$ cat config.mk
export PLATFORM = sky130hd
export DESIGN_NAME = sc_char_xcvr
export DESIGN_NICKNAME = d
export VERILOG_FILES = /design/src/rtl/sc_pkg.sv /design/src/rtl/sc_etu_timer.sv /design/src/rtl/sc_tx_engine.sv /design/src/rtl/sc_rx_engine.sv /design/src/rtl/sc_char_xcvr.sv
export SDC_FILE = /design/constraint.sdc
export NUM_CORES = 1
export LEC_CHECK = 0
export BUFFER_PORTS_ARGS = -buffer_cell sky130_fd_sc_hd__buf_4
export CORE_ASPECT_RATIO = 0.75
export CORE_MARGIN = 5
export CORE_UTILIZATION = 35
export DETAILED_ROUTE_END_ITERATION = 8
export HOLD_SLACK_MARGIN = 0.15
export PLACE_DENSITY = 0.53
export SYNTH_ARGS = -nofsm -noshare
export SYNTH_HDL_FRONTEND = slang
export SYNTH_SLANG_ARGS = --single-unit
export TNS_END_PERCENT = 50
$ cat constraint.sdc
create_clock -name clk -period 2.9 [get_ports clk]
set_input_delay 0.29 -clock clk [delete_from_list [all_inputs] [get_ports clk]]
set_output_delay 0.29 -clock clk [all_outputs]
set_load 0.01 [all_outputs]
$ cat src/rtl/sc_pkg.sv
package sc_pkg;
  localparam int SC_DATA_W   = 8;
  localparam int SC_IDX_W    = 4;
  localparam int SC_FRAME_W  = 1 << SC_IDX_W;
  localparam int SC_PAR_IDX  = SC_DATA_W + 1;
  localparam int SC_SLOT_IDX = SC_DATA_W + 2;
  localparam int SC_TX_LAST  = SC_DATA_W + 3;

  typedef struct packed {
    logic msb_first;
    logic inv_data;
    logic odd_par;
  } sc_cfg_t;

  // reverse the bit order when the convention sends D7 first
  function automatic logic [SC_DATA_W-1:0] sc_order(input logic [SC_DATA_W-1:0] d,
                                                    input logic msb_first);
    logic [SC_DATA_W-1:0] r;
    for (int i = 0; i < SC_DATA_W; i++) r[i] = d[SC_DATA_W-1-i];
    return msb_first ? r : d;
  endfunction

  // line levels in transmit order, index 0 leaves first (1 = released)
  function automatic logic [SC_DATA_W-1:0] sc_to_levels(input logic [SC_DATA_W-1:0] d,
                                                        input sc_cfg_t c);
    return sc_order(c.inv_data ? ~d : d, c.msb_first);
  endfunction

  // inverse of sc_to_levels
  function automatic logic [SC_DATA_W-1:0] sc_from_levels(input logic [SC_DATA_W-1:0] lv,
                                                          input sc_cfg_t c);
    logic [SC_DATA_W-1:0] o;
    o = sc_order(lv, c.msb_first);
    return c.inv_data ? ~o : o;
  endfunction

  // parity level that gives an even (or odd) count of high levels
  function automatic logic sc_par_level(input logic [SC_DATA_W-1:0] lv, input logic odd_par);
    return (^lv) ^ odd_par;
  endfunction

  function automatic logic sc_par_ok(input logic [SC_DATA_W-1:0] lv, input logic par,
                                     input logic odd_par);
    return ((^lv) ^ par) == odd_par;
  endfunction

  // full frame of line levels indexed by bit period; unused periods released
  function automatic logic [SC_FRAME_W-1:0] sc_build_frame(input logic [SC_DATA_W-1:0] d,
                                                           input sc_cfg_t c);
    logic [SC_FRAME_W-1:0] f;
    logic [SC_DATA_W-1:0]  lv;
    lv = sc_to_levels(d, c);
    f  = '1;
    f[0] = 1'b0;
    f[SC_DATA_W:1] = lv;
    f[SC_PAR_IDX]  = sc_par_level(lv, c.odd_par);
    return f;
  endfunction
endpackage

$ cat src/rtl/sc_etu_timer.sv
module sc_etu_timer #(
  parameter int ETU_W = 12,
  parameter int IDX_W = 4
) (
  input  logic             clk,
  input  logic             rst_n,
  input  logic             run,
  input  logic [ETU_W-1:0] etu,
  output logic [IDX_W-1:0] bit_idx,
  output logic             mid,
  output logic             last
);
  logic [ETU_W-1:0] cyc_q;
  logic [ETU_W-1:0] etu_last;
  logic [ETU_W-1:0] etu_half;

  assign etu_last = etu - ETU_W'(1);
  assign etu_half = etu >> 1;

  always_ff @(posedge clk) begin
    if (!rst_n || !run) begin
      cyc_q   <= '0;
      bit_idx <= '0;
    end else if (cyc_q == etu_last) begin
      cyc_q   <= '0;
      bit_idx <= bit_idx + IDX_W'(1);
    end else begin
      cyc_q <= cyc_q + ETU_W'(1);
    end
  end

  assign mid  = run && (cyc_q == etu_half);
  assign last = run && (cyc_q == etu_last);
endmodule

$ cat src/rtl/sc_tx_engine.sv
module sc_tx_engine
  import sc_pkg::*;
#(
  parameter int ETU_W = 12
) (
  input  logic                 clk,
  input  logic                 rst_n,
  input  logic                 start_req,
  input  logic                 allow,
  input  logic [SC_DATA_W-1:0] data,
  input  sc_cfg_t              cfg,
  input  logic [ETU_W-1:0]     etu,
  input  logic                 line_in,
  output logic                 busy,
  output logic                 drive_low,
  output logic                 done,
  output logic                 rejected,
  output logic                 in_slot
);
  localparam logic [SC_IDX_W-1:0] SLOT = SC_IDX_W'(SC_SLOT_IDX);
  localparam logic [SC_IDX_W-1:0] LAST = SC_IDX_W'(SC_TX_LAST);

  logic [SC_IDX_W-1:0]   bit_idx;
  logic                  mid;
  logic                  last;
  logic [SC_FRAME_W-1:0] frame_q;
  logic                  nack_q;
  logic                  accept;
  logic                  slot_low;

  sc_etu_timer #(.ETU_W(ETU_W), .IDX_W(SC_IDX_W)) u_timer (
    .clk     (clk),
    .rst_n   (rst_n),
    .run     (busy),
    .etu     (etu),
    .bit_idx (bit_idx),
    .mid     (mid),
    .last    (last)
  );

  assign accept    = start_req && allow && !busy;
  assign in_slot   = busy && (bit_idx == SLOT);
  assign slot_low  = in_slot && mid && !line_in;
  assign drive_low = busy && !frame_q[bit_idx];

  always_ff @(posedge clk) begin
    if (!rst_n) begin
      busy     <= 1'b0;
      frame_q  <= '1;
      nack_q   <= 1'b0;
      done     <= 1'b0;
      rejected <= 1'b0;
    end else begin
      done <= 1'b0;
      if (accept) begin
        busy     <= 1'b1;
        frame_q  <= sc_build_frame(data, cfg);
        nack_q   <= 1'b0;
        rejected <= 1'b0;
      end else if (busy) begin
        if (slot_low) nack_q <= 1'b1;
        if ((bit_idx == LAST) && last) begin
          busy     <= 1'b0;
          done     <= 1'b1;
          rejected <= nack_q;
          frame_q  <= '1;
        end
      end
    end
  end
endmodule

$ cat src/rtl/sc_rx_engine.sv
module sc_rx_engine
  import sc_pkg::*;
#(
  parameter int ETU_W = 12
) (
  input  logic                 clk,
  input  logic                 rst_n,
  input  logic                 enable,
  input  sc_cfg_t              cfg,
  input  logic [ETU_W-1:0]     etu,
  input  logic                 line_in,
  output logic                 busy,
  output logic                 drive_low,
  output logic                 valid,
  output logic [SC_DATA_W-1:0] data,
  output logic                 par_err
);
  localparam logic [SC_IDX_W-1:0] PAR  = SC_IDX_W'(SC_PAR_IDX);
  localparam logic [SC_IDX_W-1:0] SLOT = SC_IDX_W'(SC_SLOT_IDX);

  logic [SC_IDX_W-1:0]  bit_idx;
  logic                 mid;
  logic                 last;
  logic [SC_DATA_W-1:0] lv_q;
  logic                 par_q;
  logic                 bad_par;
  logic                 false_start;
  logic                 in_data;

  sc_etu_timer #(.ETU_W(ETU_W), .IDX_W(SC_IDX_W)) u_timer (
    .clk     (clk),
    .rst_n   (rst_n),
    .run     (busy),
    .etu     (etu),
    .bit_idx (bit_idx),
    .mid     (mid),
    .last    (last)
  );

  assign bad_par     = !sc_par_ok(lv_q, par_q, cfg.odd_par);
  assign false_start = mid && (bit_idx == '0) && line_in;
  assign in_data     = (bit_idx != '0) && (bit_idx < PAR);
  assign drive_low   = busy && (bit_idx == SLOT) && bad_par;

  always_ff @(posedge clk) begin
    if (!rst_n) begin
      busy    <= 1'b0;
      lv_q    <= '0;
      par_q   <= 1'b0;
      valid   <= 1'b0;
      data    <= '0;
      par_err <= 1'b0;
    end else begin
      valid <= 1'b0;
      if (!busy) begin
        if (enable && !line_in) busy <= 1'b1;
      end else if (false_start) begin
        busy <= 1'b0;
      end else begin
        if (mid && in_data) lv_q <= {line_in, lv_q[SC_DATA_W-1:1]};
        if (mid && (bit_idx == PAR)) par_q <= line_in;
        if (last && (bit_idx == SLOT)) begin
          busy    <= 1'b0;
          valid   <= 1'b1;
          data    <= sc_from_levels(lv_q, cfg);
          par_err <= bad_par;
        end
      end
    end
  end
endmodule

$ cat src/rtl/sc_char_xcvr.sv
module sc_char_xcvr
  import sc_pkg::*;
#(
  parameter int ETU_W = 12
) (
  input  logic             clk,
  input  logic             rst_n,
  input  logic [ETU_W-1:0] etu_div,
  input  logic             cfg_msb_first,
  input  logic             cfg_inv_data,
  input  logic             cfg_odd_parity,
  input  logic             tx_start,
  input  logic [7:0]       tx_data,
  output logic             tx_busy,
  output logic             tx_done,
  output logic             tx_rejected,
  output logic             rx_busy,
  output logic             rx_valid,
  output logic [7:0]       rx_data,
  output logic             rx_par_err,
  input  logic             line_in,
  output logic             line_drive_low
);
  sc_cfg_t cfg;
  logic    tx_drive_low_w;
  logic    rx_drive_low_w;
  logic    tx_in_slot_w;
  logic    rx_enable_w;

  assign cfg = '{msb_first: cfg_msb_first, inv_data: cfg_inv_data, odd_par: cfg_odd_parity};
  assign rx_enable_w = !(tx_busy || tx_start);

  sc_tx_engine #(.ETU_W(ETU_W)) u_tx (
    .clk       (clk),
    .rst_n     (rst_n),
    .start_req (tx_start),
    .allow     (!rx_busy),
    .data      (tx_data),
    .cfg       (cfg),
    .etu       (etu_div),
    .line_in   (line_in),
    .busy      (tx_busy),
    .drive_low (tx_drive_low_w),
    .done      (tx_done),
    .rejected  (tx_rejected),
    .in_slot   (tx_in_slot_w)
  );

  sc_rx_engine #(.ETU_W(ETU_W)) u_rx (
    .clk       (clk),
    .rst_n     (rst_n),
    .enable    (rx_enable_w),
    .cfg       (cfg),
    .etu       (etu_div),
    .line_in   (line_in),
    .busy      (rx_busy),
    .drive_low (rx_drive_low_w),
    .valid     (rx_valid),
    .data      (rx_data),
    .par_err   (rx_par_err)
  );

  assign line_drive_low = tx_drive_low_w || rx_drive_low_w;
endmodule

Yosys cells after proc, flatten, opt, wreduce, memory -nomap -nowiden
Index checks and enable logic that the tools add are counted.
{ "word_totals": {"ff_bits": 66, "latch_bits": 0, "ram_bits": 0, "romBits": 0, "output_inout_bits": 15, "memories": 0} }
{ "op_classes": {"add_sub_neg": 5, "multipliers": 0, "div": 0, "n_lt_le_gt_ge": 2, "eq_ne": 9, "shifts": 0, "mux": 18, "bitwise_logic": 8, "n_reduce_logical": 48} }
{ "ops": {"columns": ["operator", "n"], "rows": [
  ["8-bit 2-to-1 mux", 4],
  ["10-bit 2-to-1 mux", 3],
  ["12-bit by 1-bit adder with 12-bit output, second input constant", 2],
  ["12-bit by 11-bit equality test with 1-bit output", 2],
  ["12-bit equality test", 2],
  ["1-bit logical AND", 20],
  ["4-bit equality test, second input constant", 4],
  ["8-bit NOT", 2],
  ["8-bit parity", 2],
  ["12-bit by 1-bit subtractor with 12-bit output, second input constant", 1],
  ["1-bit 2-to-1 mux", 10],
  ["3-bit AND reduction", 3],
  ["4-bit by 1-bit adder with 4-bit output, second input constant", 2],
  ["1-bit logical NOT", 7],
  ["2-bit AND reduction", 3],
  ["2-bit OR reduction", 3],
  ["3-bit OR reduction", 2],
  ["4-bit by 5-bit < comparator with 1-bit output, second input constant", 1],
  ["1-bit binary-select mux with 4-bit select", 1],
  ["4-bit logical NOT", 1],
  ["1-bit logical OR", 4],
  ["4-bit < comparator, second input constant", 1],
  ["1-bit NOT", 4],
  ["2-bit nonzero test", 2],
  ["other kinds (3)", 4]
]} }

Longest topological paths before layout
Gate-level depths: netlist of run 1.
{ "logic_depth": {"ltp_word": 7, "mapped_depth": 10, "mapped_depth_nobuf": 8} }

Hierarchy
From an unflattened synthesis of run 1, not the netlist that was laid out.
{ "hier_totals": {"cells_unflattened": 532, "area_unflattened_um2": 4629.4} }
{ "modules_own_cells": {"columns": ["mod", "n_inst", "cells_each", "area_each_um2"], "rows": [
  ["sc_etu_timer", 2, 166, 1353.8],
  ["sc_rx_engine", 1, 103, 1014.7],
  ["sc_tx_engine", 1, 94, 893.4],
  ["sc_char_xcvr", 1, 3, 13.8]
]} }

Worst setup path before layout of run 1
OpenSTA, ideal clock, no wires.
{ "synth_timing": {"path_kind": "in2reg", "from": "input port etu_div[8]", "to": "register u_tx.frame_q[0]", "setup_time_ns": 0.077, "t_arrival_ns": 2.480, "slack_ns": 0.344, "path_stages": 9, "path_buffers": 3, "path_cell_list": "buf_2 or4_4 nor4_4 xnor2_1 nand4bb_1 buf_2 or4_4 buf_6 a31oi_4"} }
{ "synth_between": {"elab_chain_cells": 6} }
{ "synth_rtl": {"columns": ["item", "line_no", "source"], "rows": [
  ["start, declared", "sc_char_xcvr.sv:8", "input logic [ETU_W-1:0] etu_div,"],
  ["12-bit by 1-bit subtractor with 12-bit output", "sc_etu_timer.sv:17", "assign etu_last = etu - ETU_W'(1);"],
  ["12-bit equality test", "sc_etu_timer.sv:33", "assign last = run && (cyc_q == etu_last);"],
  ["1-bit logical AND", "sc_etu_timer.sv:33", null],
  ["1-bit logical AND", "sc_tx_engine.sv:62", "if ((bit_idx == LAST) && last) begin"],
  ["2-bit nonzero test (no line)", null, null],
  ["2-bit AND reduction (no line)", null, null],
  ["end signal, assigned", "sc_tx_engine.sv:57", "frame_q <= sc_build_frame(data, cfg);"],
  ["end, declared", "sc_tx_engine.sv:26", "logic [SC_FRAME_W-1:0] frame_q;"]
]} }
Every way passes these cells.
A chain may end at the register's enable or synchronous reset.

Final worst setup path of run 1
{ "layout_timing": {"from": "register u_tx.u_timer.bit_idx[0]", "to": "output port line_drive_low"} }
{ "layout_between": {"elab_chain_cells": 5} }
{ "layout_rtl": {"columns": ["item", "line_no", "source"], "rows": [
  ["start, declared", "sc_etu_timer.sv:9", "output logic [IDX_W-1:0] bit_idx,"],
  ["start signal, assigned", "sc_etu_timer.sv:26", "bit_idx <= bit_idx + IDX_W'(1);"],
  ["1-bit binary-select mux with 4-bit select", "sc_tx_engine.sv:44", "assign drive_low = busy && !frame_q[bit_idx];"],
  ["1-bit 2-to-1 mux (implied by the code)", "sc_tx_engine.sv:44", null],
  ["1-bit logical NOT", "sc_tx_engine.sv:44", null],
  ["1-bit logical AND", "sc_tx_engine.sv:44", null],
  ["1-bit logical OR", "sc_char_xcvr.sv:63", "assign line_drive_low = tx_drive_low_w || rx_drive_low_w;"],
  ["end, declared", "sc_char_xcvr.sv:22", "output logic line_drive_low"]
]} }
Every way passes these cells. The select of a mux whose other input is x is not followed.

==> summary.txt, run 1 <==
Synthesis
  • Cells taking the most area after synthesis: dfxtp_1 (30%), xnor2_1 (15%), mux2i_1 (7.8%), xor2_1 (5.1%), nor2_1 (4.1%)
  • Count leader, synth: xnor2_1
  • Yosys warns: 0
  • Flops & latches, synth: between 60 and 70
  • Post-synth top area cell: dfxtp_1
  • Main flop type after synthesis: dfxtp_1
  • Synth Instances: roughly 500
  • Distinct cells, synth: 62
  • Asr flop ratio synth: 0%
  • Synth top cells by count: xnor2_1 (75), dfxtp_1 (66), nor2_1 (49)
  • Post-synth EDFFs: 0
  • Avg Cell Area, Syn: 8.92 um^2
  • Register area share after synthesis: 29.6%
  • Top-area cell type share of the netlist area: 29.6%
  • Mapped Nets: approximately 540
  • Synthesized area: 4470 um^2

Place
  • Placed inst area: 4850 um^2
  • # port buffers: 41
  • Gpl congestion: 0.868
  • Post-detail-place hpwl: 7.89 mm

Power and ir drop
  • Flop pwr share: 38.4%
  • Internal: 0.00189 W
  • Pwr Density: 475 nW/um^2
  • Tot Pwr: 0.00247 W
  • Clock power share: 49.3%
  • Switching share of power: 23.4%
  • Combinational power share: 12.3%
  • LEAKAGE: 1.90 nW
  • Net Switching: 0.000578 W
  • Peak supply drop: 262 uV

Hold path
  • HP Class: in -> reg

Die
  • Initial core utilization: 36.0%
  • Io pins: 42
  • Die area: 15100 um^2
  • Core area: between 10000 and 15000 um^2
  • Die width: 140 um
  • Rows: 35
  • Die H: 108 um

STA
  • Setup violators final: 0
  • Final setup TNS: 0 ns
  • Final period util: roughly 90%
  • Rel. slew slack: 56.5%
  • Slew Limit Fails: 0
  • Skew final: 0.00523 ns
  • Worst-margin pin slew: roughly 0.65 ns
  • RSZ-0062 raised after global routing: false
  • Final hold viol count: 0
  • Worst hold slack: 0.186 ns
  • Post-route minimum period: between 2 and 3 ns
  • Max Freq: 384 MHz

Global routing
  • Largest net degree at the start of global routing: 25
  • Global-route usage over all layers: 14.4%
  • First-pass GRT wire length: 17.5 mm
  • Grt ovf: 0
  • Initial antenna violation count: 0
  • Vias in the first global route: 3448

Detailed routing
  • WL per Instance: 14.8 um
  • Final ANT Viol Nets: 0
  • Overall routed net length: about 10 mm
  • DR vias/cell: around 5
  • Overall via count from detail_route: 3475
  • DRC Markers: 0
  • Initial drt markers: 184
  • TritonRoute pass-1 iters: 4

Setup path
  • CP Class: reg -> out
  • Worst EP arrival: 2.32 ns
  • CP startpoint kind: flop
  • Max FO, Critical Path: 8
  • Req. time, crit path: approximately 2.6 ns
  • Worst Setup End Kind: primary output

Clocking
  • Clk pin slew, worst setup/hold paths: approximately 0.060 ns
  • Clk sinks: 66
  • Clock buffer depth: 2
  • CTS root buffer: clkbuf_16
  • CTS tree: yes
  • Worst skew pair latency: 0.34 ns
  • CTS Buf Count: 9
  • H-Tree Depth: 3
  • Postcts setup bufs: 0
  • Hold buffers post-CTS: 0
  • Post-CTS sizing: 0

Status
  • Status: completed

Final layout
  • Fin area: 5190 um^2
  • N_diodes: 0
  • Layout cells sized above 1: 17.6%
  • Area delta synth->final: 16.2%
  • Fin nets: 558

Job
  • Max Cap Viol: 0
==> routing by layer <==
layer / share of wire (%) / GRT usage [%]
met2: 44 / 21.5
met1: 49 / 19.8
met4: 1.2 / 5.95
met3: 5.2 / 3.33
met5: 0 / 0
==> critical path: stages (launching register included) <==
cell	delay (ns)
dfxtp_1	0.51
mux4_2	0.56
mux2_2	0.27
o21ai_0	0.22
nand2_1	0.12
o21ai_0	0.13
buf_4	0.17
==> cell usage in the layout (no fill, tap or decap), types with 3 or more instances in the layout <==
master,n
xnor2_1,75
nor2_1,49
nand4_1,13
xnor3_1,3
inv_1,14
a21oi_1,10
and4_1,3
o21ai_0,9
o211ai_1,5
ha_1,9
buf_4,46
nand3_1,18
clkbuf_16,9
and2_1,4
or4_4,3
nand2_1,37
xor2_1,26
o31ai_1,4
a22oi_2,9
dfxtp_1,66
mux2i_1,35
and3_1,4
nor2b_1,3
nor4_1,5
clkbuf_8,3
or4_1,5
nor3_1,16
or2_2,3
==> final cells by class <==
| type | instances | area (um^2) |
|---|---|---|
| Clock buffer | 12 | 267 |
| Clock inverter | 4 | 72.6 |
| Fill cell | 1209 | 7200 |
| Inverter | 14 | 52.6 |
| Multi-Input combinational cell | 385 | 2920 |
| Sequential cell | 66 | 1320 |
| Tap cell | 166 | 208 |
| Timing Repair Buffer | 46 | 345 |
==> per-stage QoR <==
step / utilization [%] / setup WS [ns] / instances
after global routing: 41.9 / 0.138 / 693
after CTS: 41.9 / 0.255 / 693
after detailed placement: 39.1 / 0.143 / 677
after floorplan: - / 0.344 / 501
final: 41.9 / 0.293 / 693
after global placement: 39.1 / 0.192 / 677
==> cell families (layout without fill, tap and decap cells) <==
| family | Yosys count | count (layout) | synth area share, % |
|---|---|---|---|
| XOR/XNOR | 105 | 105 | 21.8 |
| AO/OA/AOI/OAI | 54 | 54 | 9.72 |
| multiplexers | 38 | 38 | 9.10 |
| buffers and inverters | 50 | 76 | 5.10 |
| adder cells (fa/ha/maj) | 9 | 9 | 2.52 |
| AND/OR/NAND/NOR | 179 | 179 | 22.1 |
| flip-flops | 66 | 66 | 29.6 |
==> path summary, 6_finish.rpt <==
path                                               from                 endpoint  slack, ns  depth (start not counted)
worst min register to register             u_rx.data[0]             u_rx.data[0]       0.46                          2
worst max-delay path            u_tx.u_timer.bit_idx[0]           line_drive_low       0.29                          6
worst min-delay path                           tx_start                u_rx.busy       0.19                          2
worst max register to register    u_rx.u_timer.cyc_q[2]  u_rx.u_timer.bit_idx[3]       0.52                          6
==> flip-flops by register name, indices dropped and copies added, names as in the netlist <==
signal / flops
u_rx.u_timer.bit_idx: 4
u_tx.done: 1
u_rx.busy: 1
u_tx.frame_q: 10
u_rx.lv_q: 8
u_rx.u_timer.cyc_q: 12
u_rx.par_q: 1
u_tx.nack_q: 1
u_tx.u_timer.cyc_q: 12
u_rx.valid: 1
u_rx.data: 8
u_tx.rejected: 1
u_rx.par_err: 1
u_tx.u_timer.bit_idx: 4
u_tx.busy: 1
==> power by group through the flow <==
stage,sequential [W],clock (W),combinational [W]
3_5_place_dp,0.000968,0,0.000307
2_1_floorplan,0.000962,0,0.000228
5_1_grt,0.000951,0.00128,0.000337
3_3_place_gp,0.000967,0,0.000306
4_1_cts,0.000948,0.00126,0.000308
6_report,0.000948,0.00122,0.000304
(Power assumes the default switching activity.)
==> inputs of run 2 (changes only) <==
Settings changed: BUFFER_PORTS_ARGS -buffer_cell sky130_fd_sc_hd__buf_4 to default, DONT_BUFFER_PORTS from default to 1, PLACE_DENSITY 0.53 to 0.6.
==> run 2 against run 1 <==
Sequential share of layout area rose by 1.5 points. Largest power group unchanged. Fmax decreased by 4.2%. Sequential power barely moved. Critical path depth rose by 4. Non-clock buffer count decreased by 37. Critical path type is now in -> reg. First-iteration DRC count increased by 28%. Hold slack got worse by 0.012 ns.
==> summary.txt, run 2 (synthesized netlist as in run 1, its figures left out) <==
Status
  • Status: completed

Power and ir drop
  • Peak supply drop: 209 uV
  • Pwr Density: 468 nW/um^2
  • LEAKAGE: around 1.7 nW

STA
  • Worst-margin pin slew: 0.678 ns
  • Final period util: 93.9%
  • Slew Limit Fails: 0
  • Final hold viol count: 0
  • Rel. slew slack: ~55%
  • Setup violators final: 0
  • Final setup TNS: 0 ns
  • Max Freq: 367 MHz
  • Post-route minimum period: 2.72 ns
  • Worst hold slack: 0.174 ns
  • RSZ-0062 raised after global routing: false
  • Skew final: 0.00690 ns

Final layout
  • Fillers: 1180
  • Util after Layout: 39.5%
  • N_diodes: 0
  • Sequential Area: 1320 um^2
  • Final cell count without fillers: about 660
  • Largest registers: u_rx.u_timer.cyc_q (12), u_tx.u_timer.cyc_q (12), u_tx.frame_q (10)
  • Fin nets: about 520
  • Layout cells sized above 1: 10.8%
  • Most common cell after layout, fill and taps aside: xnor2_1
  • Fin area: 4890 um^2
  • Area delta synth->final: 9.55%
  • Area of the multi-input gates: 2930 um^2
  • Commonest cells after routing, fill and taps aside: xnor2_1 (75), dfxtp_1 (66), nor2_1 (49)

Global routing
  • Grt ovf: 0
  • First-pass GRT wire length: 16.9 mm
  • Largest net degree at the start of global routing: 18
  • Vias in the first global route: around 3300
  • Global-route usage over all layers: between 10% and 20%
  • Initial antenna violation count: 0

Setup path
  • CP Class: in -> reg
  • Req. time, crit path: 3.12 ns
  • Delay of the slowest critical-path stage: 0.55 ns
  • Worst EP arrival: between 2 and 3 ns
  • Worst Setup End Kind: flop
  • CP startpoint kind: input port
  • Slowest cell on crit path: dlygate4sd3_1
  • Max FO, Critical Path: 9
  • Cells along the critical path: inv_1, ha_1, nor3b_4, a21boi_1, o41ai_1, or2_2, nor4b_2, buf_4, o32ai_1, dlygate4sd3_1

Detailed routing
  • DR vias/cell: 5.20
  • Final ANT Viol Nets: 0
  • Initial drt markers: 235
  • WL per Instance: 15.7 um
  • DRC Markers: 0
  • Overall via count from detail_route: around 3400
  • Overall routed net length: 10.3 mm
  • TritonRoute pass-1 iters: 4

Place
  • Placed cells: about 630
  • # port buffers: 0
  • Gpl congestion: between 0.8 and 0.9
  • Post-detail-place hpwl: between 7 and 8 mm
  • Placed inst area: 4530 um^2

Clocking
  • CTS root buffer: clkbuf_16
  • Worst skew pair latency: 0.33 ns
  • Clk pin slew, worst setup/hold paths: ~0.060 ns
  • CTS tree: yes
  • H-Tree Depth: 3
  • Clock buffer depth: 2
  • CTS Buf Count: 9
  • Clk sinks: 66

Hold path
  • HP Class: in -> reg

Die
  • Initial core utilization: 36.0%
  • Die width: 140 um
  • Core area: between 10000 and 15000 um^2
  • Rows: 35
  • Io pins: 42
  • Die H: 108 um
  • Die area: 15100 um^2

Job
  • Max Cap Viol: 0
==> run 2: changes by cell type in the layout (fill, tap and decap cells not counted), sizes merged <==
| cell | previous run | this run |
|---|---|---|
| buf | 46 | 5 |
| clkinv | 1 | 5 |
| dlygate4sd3 | 0 | 4 |
| clkbuf | 12 | 10 |
| bufinv | 2 | 1 |
| clkinvlp | 1 | 0 |
==> run 2: repair_timing <==
item / CTS / global route
hold buffers: 4 / 0
resized for setup: 0 / 1
hold endpoints to repair: 12 / 0
setup buffers: 0 / 2
endpoints found under the setup margin: 0 / 1
==> run 2: per-stage QoR <==
step | power, W | setup WS, ns
after floorplan | 0.00119 | 0.344
after global placement | 0.00119 | 0.268
after global routing | 0.00238 | 0.0706
after CTS | 0.00232 | 0.0791
final | 0.00229 | 0.178
after detailed placement | 0.00119 | 0.156
==> run 2: report_power, final <==
part	internal, W	total [W]	switching (W)
Sequential	0.000928	0.000949	0.0000210
Clock	0.000690	0.00111	0.000417
Combinational	0.000120	0.000236	0.000116
Total	0.00174	0.00229	0.000554
==> run 2: critical path, delay by kind of cell <==
kind,cells,cell delay [ns]
buffers and inverters,3,0.84
adder cells (fa/ha/maj),1,0.22
AND/OR/NAND/NOR,3,0.80
AO/OA/AOI/OAI,3,0.78
==> run 2: final cells by class <==
type	count	share of cell area, %
Multi-Input combinational cell	385	59.9
Sequential cell	66	27.0
Clock buffer	10	4.88
Tap cell	166	4.24
Timing Repair Buffer	9	1.59
Clock inverter	6	1.36
Inverter	14	1.07
==> run 2: per-layer routing <==
layer	wire length [um]	vias up	track usage, %
li1	-	1715	-
met1	4900	1610	18.7
met2	4750	67	21.4
met3	471	19	3.11
met4	174	0	5.39
met5	0	-	0
==> run 2: worst paths after layout <==
path,startpoint,endpoint,slack [ns],cells after the start
setup reg to reg,u_rx.u_timer.cyc_q[2],u_rx.busy,0.20,7
hold / removal,cfg_inv_data,u_rx.data[5],0.17,3
setup / recovery,etu_div[0],u_rx.busy,0.18,10
hold reg to reg,u_tx.nack_q,u_tx.rejected,0.49,2
